## config.mk

```make
export PLATFORM = sky130hd
export DESIGN_NAME = trap_vector_unit
export DESIGN_NICKNAME = d
export VERILOG_FILES = /design/src/rtl/tvu_pkg.sv /design/src/rtl/tvu_arbiter.sv /design/src/rtl/tvu_datapath.sv /design/src/rtl/trap_vector_unit.sv
export SDC_FILE = /design/constraint.sdc
export NUM_CORES = 1
export LEC_CHECK = 0
export BUFFER_PORTS_ARGS = -buffer_cell sky130_fd_sc_hd__buf_2
export CORE_MARGIN = 1.5
export CORE_UTILIZATION = 40
export CTS_CLUSTER_DIAMETER = 60
export DETAILED_ROUTE_END_ITERATION = 6
export HOLD_SLACK_MARGIN = 0.08
export PLACE_DENSITY = 0.81
export SETUP_SLACK_MARGIN = 0.1
export SYNTH_ARGS = -nofsm -noshare
export SYNTH_HDL_FRONTEND = slang
export SYNTH_SLANG_ARGS = --single-unit
```

## constraint.sdc

```tcl
create_clock -name clk -period 5.5 [get_ports clk]
set_input_delay 1.1 -clock clk [delete_from_list [all_inputs] [get_ports clk]]
set_output_delay 1.1 -clock clk [all_outputs]
set_load 0.02 [all_outputs]
```

## src/rtl/tvu_pkg.sv

```systemverilog
package tvu_pkg;

  typedef enum logic [3:0] {
    C_RESET   = 4'd0,
    C_MCHK    = 4'd1,
    C_IPI     = 4'd2,
    C_CLK     = 4'd3,
    C_DEV     = 4'd4,
    C_MMFAULT = 4'd5,
    C_UNALIGN = 4'd6,
    C_OPCODE  = 4'd7,
    C_ARITH   = 4'd8,
    C_FPDIS   = 4'd9,
    C_CALL    = 4'd10
  } cause_e;

  localparam int CAUSE_W      = 4;
  localparam int NUM_IRQ      = 4;
  localparam int DEV_CEILING  = 3;
  localparam logic [CAUSE_W-1:0] LAST_CODE = 4'd10;

  localparam int CALL_W          = 8;
  localparam int VEC_SHIFT       = 7;
  localparam int CALL_SHIFT      = 6;
  localparam int CALL_PRIV_BASE  = 'h1000;
  localparam int CALL_USER_BASE  = 'h2000;
  localparam int OFS_W           = 14;

  typedef struct packed {
    logic   take;
    cause_e cause;
  } ctrl_strobe_t;

endpackage

```

## src/rtl/tvu_arbiter.sv

```systemverilog
module tvu_arbiter
  import tvu_pkg::*;
#(
  parameter int IPL_W = 3
) (
  input  logic                clk,
  input  logic                rstN,
  input  logic [NUM_IRQ-1:0]  irqVec,
  input  logic [IPL_W-1:0]    ipl,
  input  logic                excReq,
  input  logic [CAUSE_W-1:0]  excCode,
  input  logic                fwMode,
  output ctrl_strobe_t        strb
);

  localparam int IDX_W = $clog2(NUM_IRQ);

  logic [NUM_IRQ-1:0] eligible;
  logic [IDX_W-1:0]   winIdx;
  logic               anyElig;
  logic               excValid;

  // Source i (0 dev, 1 clk, 2 ipi, 3 mchk) may fire up to level DEV_CEILING+i
  for (genvar i = 0; i < NUM_IRQ; i++) begin : g_mask
    localparam logic [IPL_W-1:0] CEIL = IPL_W'(DEV_CEILING + i);
    assign eligible[i] = irqVec[i] && (ipl <= CEIL);
  end

  // Higher index overrides lower: machine check ends on top
  always_comb begin
    winIdx  = '0;
    anyElig = 1'b0;
    for (int i = 0; i < NUM_IRQ; i++) begin
      if (eligible[i]) begin
        winIdx  = IDX_W'(i);
        anyElig = 1'b1;
      end
    end
  end

  assign excValid = excReq && (excCode <= LAST_CODE);

  always_comb begin
    strb.take  = 1'b0;
    strb.cause = C_RESET;
    if (excValid) begin
      strb.take  = 1'b1;
      strb.cause = cause_e'(excCode);
    end else if (!fwMode && anyElig) begin
      strb.take  = 1'b1;
      strb.cause = cause_e'(CAUSE_W'(C_DEV) - CAUSE_W'(winIdx));
    end
  end

  AST_TOP_LEVEL_MASKS: assert property (@(posedge clk) disable iff (!rstN)
    (ipl == '1 && !excReq) |-> !strb.take);

  AST_MCHK_WINS: assert property (@(posedge clk) disable iff (!rstN)
    (irqVec[NUM_IRQ-1] && ipl != '1 && !fwMode && !excReq)
      |-> (strb.take && strb.cause == C_MCHK));

  AST_FW_BLOCKS_IRQ: assert property (@(posedge clk) disable iff (!rstN)
    (fwMode && !excReq) |-> !strb.take);

  AST_BAD_CODE_NO_EXC: assert property (@(posedge clk) disable iff (!rstN)
    (excReq && excCode > LAST_CODE && (irqVec == '0)) |-> !strb.take);

endmodule

```

## src/rtl/tvu_datapath.sv

```systemverilog
module tvu_datapath
  import tvu_pkg::*;
#(
  parameter int AW = 64
) (
  input  logic                clk,
  input  logic                rstN,
  input  ctrl_strobe_t        strb,
  input  logic [CALL_W-1:0]   callCode,
  input  logic [AW-1:0]       pc,
  input  logic [AW-1:0]       fwBase,
  input  logic                fwMode,
  output logic [AW-1:0]       newPc,
  output logic [AW-1:0]       savedPc,
  output logic                modeOut,
  output logic                taken,
  output logic [CAUSE_W-1:0]  takenCause
);

  localparam int SLOT_W = CALL_W - 1 + CALL_SHIFT;

  logic [OFS_W-1:0]  vecOfs;
  logic [SLOT_W-1:0] callSlot;

  assign callSlot = {callCode[CALL_W-2:0], {CALL_SHIFT{1'b0}}};

  always_comb begin
    if (strb.cause == C_CALL) begin
      if (callCode[CALL_W-1]) vecOfs = OFS_W'(CALL_USER_BASE) + OFS_W'(callSlot);
      else                    vecOfs = OFS_W'(CALL_PRIV_BASE) + OFS_W'(callSlot);
    end else begin
      vecOfs = OFS_W'({strb.cause, {VEC_SHIFT{1'b0}}});
    end
  end

  always_ff @(posedge clk) begin
    if (!rstN) begin
      newPc      <= '0;
      savedPc    <= '0;
      modeOut    <= 1'b0;
      taken      <= 1'b0;
      takenCause <= '0;
    end else begin
      taken <= strb.take;
      if (strb.take) begin
        newPc      <= fwBase + AW'(vecOfs);
        savedPc    <= {pc[AW-1:1], fwMode};
        modeOut    <= 1'b1;
        takenCause <= strb.cause;
      end else begin
        modeOut    <= fwMode;
      end
    end
  end

  AST_SLOT_ALIGNED: assert property (@(posedge clk) disable iff (!rstN)
    strb.take |=> (((newPc - $past(fwBase)) & AW'(6'h3f)) == '0));

  AST_SAVED_MODE_BIT: assert property (@(posedge clk) disable iff (!rstN)
    strb.take |=> (savedPc[0] == $past(fwMode)));

  AST_ENTRY_RAISES_MODE: assert property (@(posedge clk) disable iff (!rstN)
    strb.take |=> (taken && modeOut));

  AST_IDLE_HOLDS: assert property (@(posedge clk) disable iff (!rstN)
    !strb.take |=> (!taken && $stable(newPc) && $stable(savedPc)));

endmodule

```

## src/rtl/trap_vector_unit.sv

```systemverilog
module trap_vector_unit
  import tvu_pkg::*;
#(
  parameter int AW    = 64,
  parameter int IPL_W = 3
) (
  input  logic               clk,
  input  logic               rstN,
  input  logic               irqDev,
  input  logic               irqClk,
  input  logic               irqIpi,
  input  logic               irqMchk,
  input  logic [IPL_W-1:0]   ipl,
  input  logic               excReq,
  input  logic [3:0]         excCode,
  input  logic [7:0]         callCode,
  input  logic [AW-1:0]      pc,
  input  logic [AW-1:0]      fwBase,
  input  logic               fwMode,
  output logic [AW-1:0]      newPc,
  output logic [AW-1:0]      savedPc,
  output logic               modeOut,
  output logic               taken,
  output logic [3:0]         takenCause
);

  ctrl_strobe_t strb;

  tvu_arbiter #(.IPL_W(IPL_W)) arb_i (
    .clk     (clk),
    .rstN    (rstN),
    .irqVec  ({irqMchk, irqIpi, irqClk, irqDev}),
    .ipl     (ipl),
    .excReq  (excReq),
    .excCode (excCode),
    .fwMode  (fwMode),
    .strb    (strb)
  );

  tvu_datapath #(.AW(AW)) dp_i (
    .clk        (clk),
    .rstN       (rstN),
    .strb       (strb),
    .callCode   (callCode),
    .pc         (pc),
    .fwBase     (fwBase),
    .fwMode     (fwMode),
    .newPc      (newPc),
    .savedPc    (savedPc),
    .modeOut    (modeOut),
    .taken      (taken),
    .takenCause (takenCause)
  );

endmodule

```

==> metrics.md <==
| Metric | Value |
|---|---|
| Layout overhead on the synthesized area | `33.5%` |
| Routability cong. | `0.845` |
| Most numerous cell in the Yosys netlist | `nand2_1` |
| Chip Width | `129 um` |
| First-pass GRT wire length | `29.2 mm` |
| Clk sinks | `134` |
| Clock root cell | `clkbuf_16` |
| Fmax | `232 MHz` |
| Synthesized area | `0.00635 mm^2` |
| CP Launch Type | `input port` |
| Max-cap violation count | `0` |
| Cell breakdown of the critical path | `buf_2, or3b_2, and2_1, a21oi_1, nand3_1, o21ai_0, fa_1, a211oi_1, o211ai_2, nand3_1, or4_1, a311oi_1` |
| Initial DRC count | `349` |
| Final HPWL DP | `14.0 mm` |
| TNS Setup | `0 ps` |
| Reg-to-reg slack, setup | `4610 ps` |
| R2r startpoint | `dp_i.newPc[46]` |
| Post-CTS Resized | `0` |
| Avg Vias per Cell | `5.35` |
| Register Area | `0.00268 mm^2` |
| Ys Warns | `0` |
| Worst min path class | `reg -> reg` |
| Final std cells w/o fill | `1293` |
| IO buf count | `283` |
| Area leader, netlist | `dfxtp_1` |
| Synth Flop Type | `dfxtp_1` |
| Largest cells by area after synthesis | `dfxtp_1, nand2_1, a21oi_1` |
| CTS buffer count | `17` |
| CP Max Fanout | `13` |
| Leak | `3.80 nW` |
| Initial core utilization | `41.3%` |
| Critical Path Sink | `dp_i.newPc[40]` |
| Drt pass-1 iters | `4` |
| Core ar. | `0.0154 mm^2` |
| Endpoints failing setup | `0` |
| Period minus WS final | `4320 ps` |
| Grt ovf | `0` |
| Htree depth | `4` |
| Crit path launch | `ipl[1]` |
| Pwr per Cell Area | `326 mW/mm^2` |
| Worst Reg-to-Reg Cells | `3` |
| Proportion of layout cells with a drive suffix above 1 | `31.9%` |
| Peak VDD IR | `0.205 mV` |
| DR vias | `6914` |
| Multi-input gate area | `0.00336 mm^2` |
| Critical path class | `in -> reg` |
| Clock Pin Slew Worst Setup and Hold Paths | `70 ps` |
| Gr usage total | `22.2%` |
| Clock latency on the worst-skew pair | `420 ps` |
| Post-Syn Instances | `811` |
| Tightest Pin Transition | `875 ps` |
| Yosys reg bits | `134` |
| Hold-fix buffers, CTS | `0` |
| # nets final | `1231` |
| CTS Buffer Depth | `2` |
| Placed Cells | `1261` |
| IO Count | `285` |
| Final Hold Violating Endpoints | `0` |
| Crit. End Element | `register` |
| Die Area | `0.0166 mm^2` |
| Hold Slack | `445 ps` |
| Post-synth top area share | `42.2%` |
| Die height | `129 um` |
| Slowest cell on crit path | `or4_1` |
| Number of global-route vias before repair | `5977` |
| CP max stage delay | `580 ps` |
| Ratio of final minimum period to clock period | `78.5%` |
| Post-Route WL | `19.3 mm` |
| Post-synth top cells | `nand2_1, dfxtp_1, a21oi_1` |
| Rel. slew slack | `41.6%` |
| ANT nets after route | `0` |
| DRC | `0` |
| Synth Net Count | `973` |
| Skew final | `0 ps` |
| Outcome | `completed` |
| Initial antenna violation count | `0` |
| Antenna diode count | `0` |
| Asr flop ratio synth | `0%` |
| RSZ-0062 raised after global routing | `no` |
| Sequential share of the synthesized area | `42.2%` |
| FILL cells | `1502` |
| Syn avg cell area | `7.83 um^2` |
| Setup bufs post-CTS | `0` |
| Rows | `45` |
| Worst reg2reg path endpoint | `dp_i.newPc[46]` |
| Arrival time worst endpoint | `4660 ps` |
| CP required | `5840 ps` |
| CTS tree | `yes` |
| CP most frequent cell | `nand3_1` |
| Synth cell types | `61` |
| EDFF count, synth | `0` |
| Slew Viols, Final | `0` |
| Mean routed wirelength per cell | `14.9 um` |
| Largest net degree at the start of global routing | `84` |
critical path, delay by kind of cell:
| family | cells | cell delay (ps) |
|---|---|---|
| adders and majority gates | 1 | 320 |
| buffers and inverters | 1 | 110 |
| and+or+nand+nor | 5 | 1770 |
| AOI/OAI and AO/OA | 5 | 1350 |
how the worst min path moves through the flow:
stage | slack (ps) | depth (start not counted) | from | end
after floorplan | 530 | 2 | dp_i.savedPc[31] | dp_i.savedPc[31]
after global placement | 440 | 2 | dp_i.newPc[0] | dp_i.newPc[0]
after detailed placement | 440 | 2 | dp_i.savedPc[23] | dp_i.savedPc[23]
after CTS | 450 | 2 | dp_i.newPc[11] | dp_i.newPc[11]
after global routing | 460 | 2 | dp_i.savedPc[38] | dp_i.savedPc[38]
final | 450 | 2 | dp_i.savedPc[40] | dp_i.savedPc[40]
where the power goes:
part           switching [mW]  internal [mW]
Combinational           0.346          0.188
Sequential             0.0387           1.06
Clock                   0.489          0.642
Total                   0.874           1.89
cell usage in the layout (no fill, tap or decap), types with 2 or more instances in the layout:
master / n
nor3_1: 7
a21oi_1: 101
ha_1: 10
nor2_1: 22
o22ai_1: 3
inv_6: 8
o21a_1: 2
o211ai_1: 6
inv_8: 3
inv_1: 22
nand4_1: 16
buf_2: 283
o21ai_0: 58
or3_1: 8
a21o_1: 3
buf_4: 9
and3_1: 4
dfxtp_1: 134
o31ai_1: 27
xor2_1: 8
a211oi_1: 7
xnor2_1: 5
or4_1: 28
nor4b_1: 2
or2_2: 2
and2_1: 3
clkbuf_16: 17
o2111ai_1: 3
nand3_1: 30
a31oi_1: 34
nor3_2: 2
a311oi_1: 4
mux2i_1: 2
nand2_1: 174
clkinvlp_4: 3
flip-flops by register name (all words and copies together), names as in the netlist:
| name | cells |
|---|---|
| dp_i.savedPc | 64 |
| dp_i.takenCause | 4 |
| dp_i.taken | 1 |
| dp_i.modeOut | 1 |
| dp_i.newPc | 64 |
kinds of logic (layout without fill, tap and decap cells):
| family | after synthesis | after routing | share of synthesized area, % |
|---|---|---|---|
| flops | 134 | 134 | 42.2 |
| xor+xnor | 13 | 13 | 1.79 |
| compound gates | 260 | 260 | 24.1 |
| mux | 2 | 2 | 0.315 |
| buf+inv | 77 | 348 | 5.10 |
| fa+ha+maj | 12 | 12 | 2.44 |
| simple gates | 313 | 313 | 24.0 |
stage by stage:
step / power (mW) / area, um^2 / util [%] / setup slack, ps
after floorplan: 1.44 / 6350 / - / 1330
after global placement: 1.64 / 7900 / 51.4 / 822
after detailed placement: 1.65 / 7900 / 51.4 / 776
after CTS: 2.78 / 8480 / 55.2 / 1210
after global routing: 2.89 / 8480 / 55.2 / 875
final: 2.76 / 8480 / 55.2 / 1180
cell type report:
| cell class | count | share of cell area (%) |
|---|---|---|
| Inverter | 23 | 1.02 |
| Multi-Input combinational cell | 600 | 39.6 |
| Clock inverter | 15 | 1.84 |
| Tap cell | 211 | 3.11 |
| Clock buffer | 17 | 5.02 |
| Sequential cell | 134 | 31.6 |
| Timing Repair Buffer | 293 | 17.7 |
per-layer routing:
layer  global-route usage [%]  up-vias  wire (um)
met3                     5.78       26       1270
met1                     26.9     3196       8260
met4                     9.12        0        329
met5                        0        -          0
met2                     37.5      240       9460
li1                         -     3452          -
No activity file was read; power rests on OpenSTA's default activity.
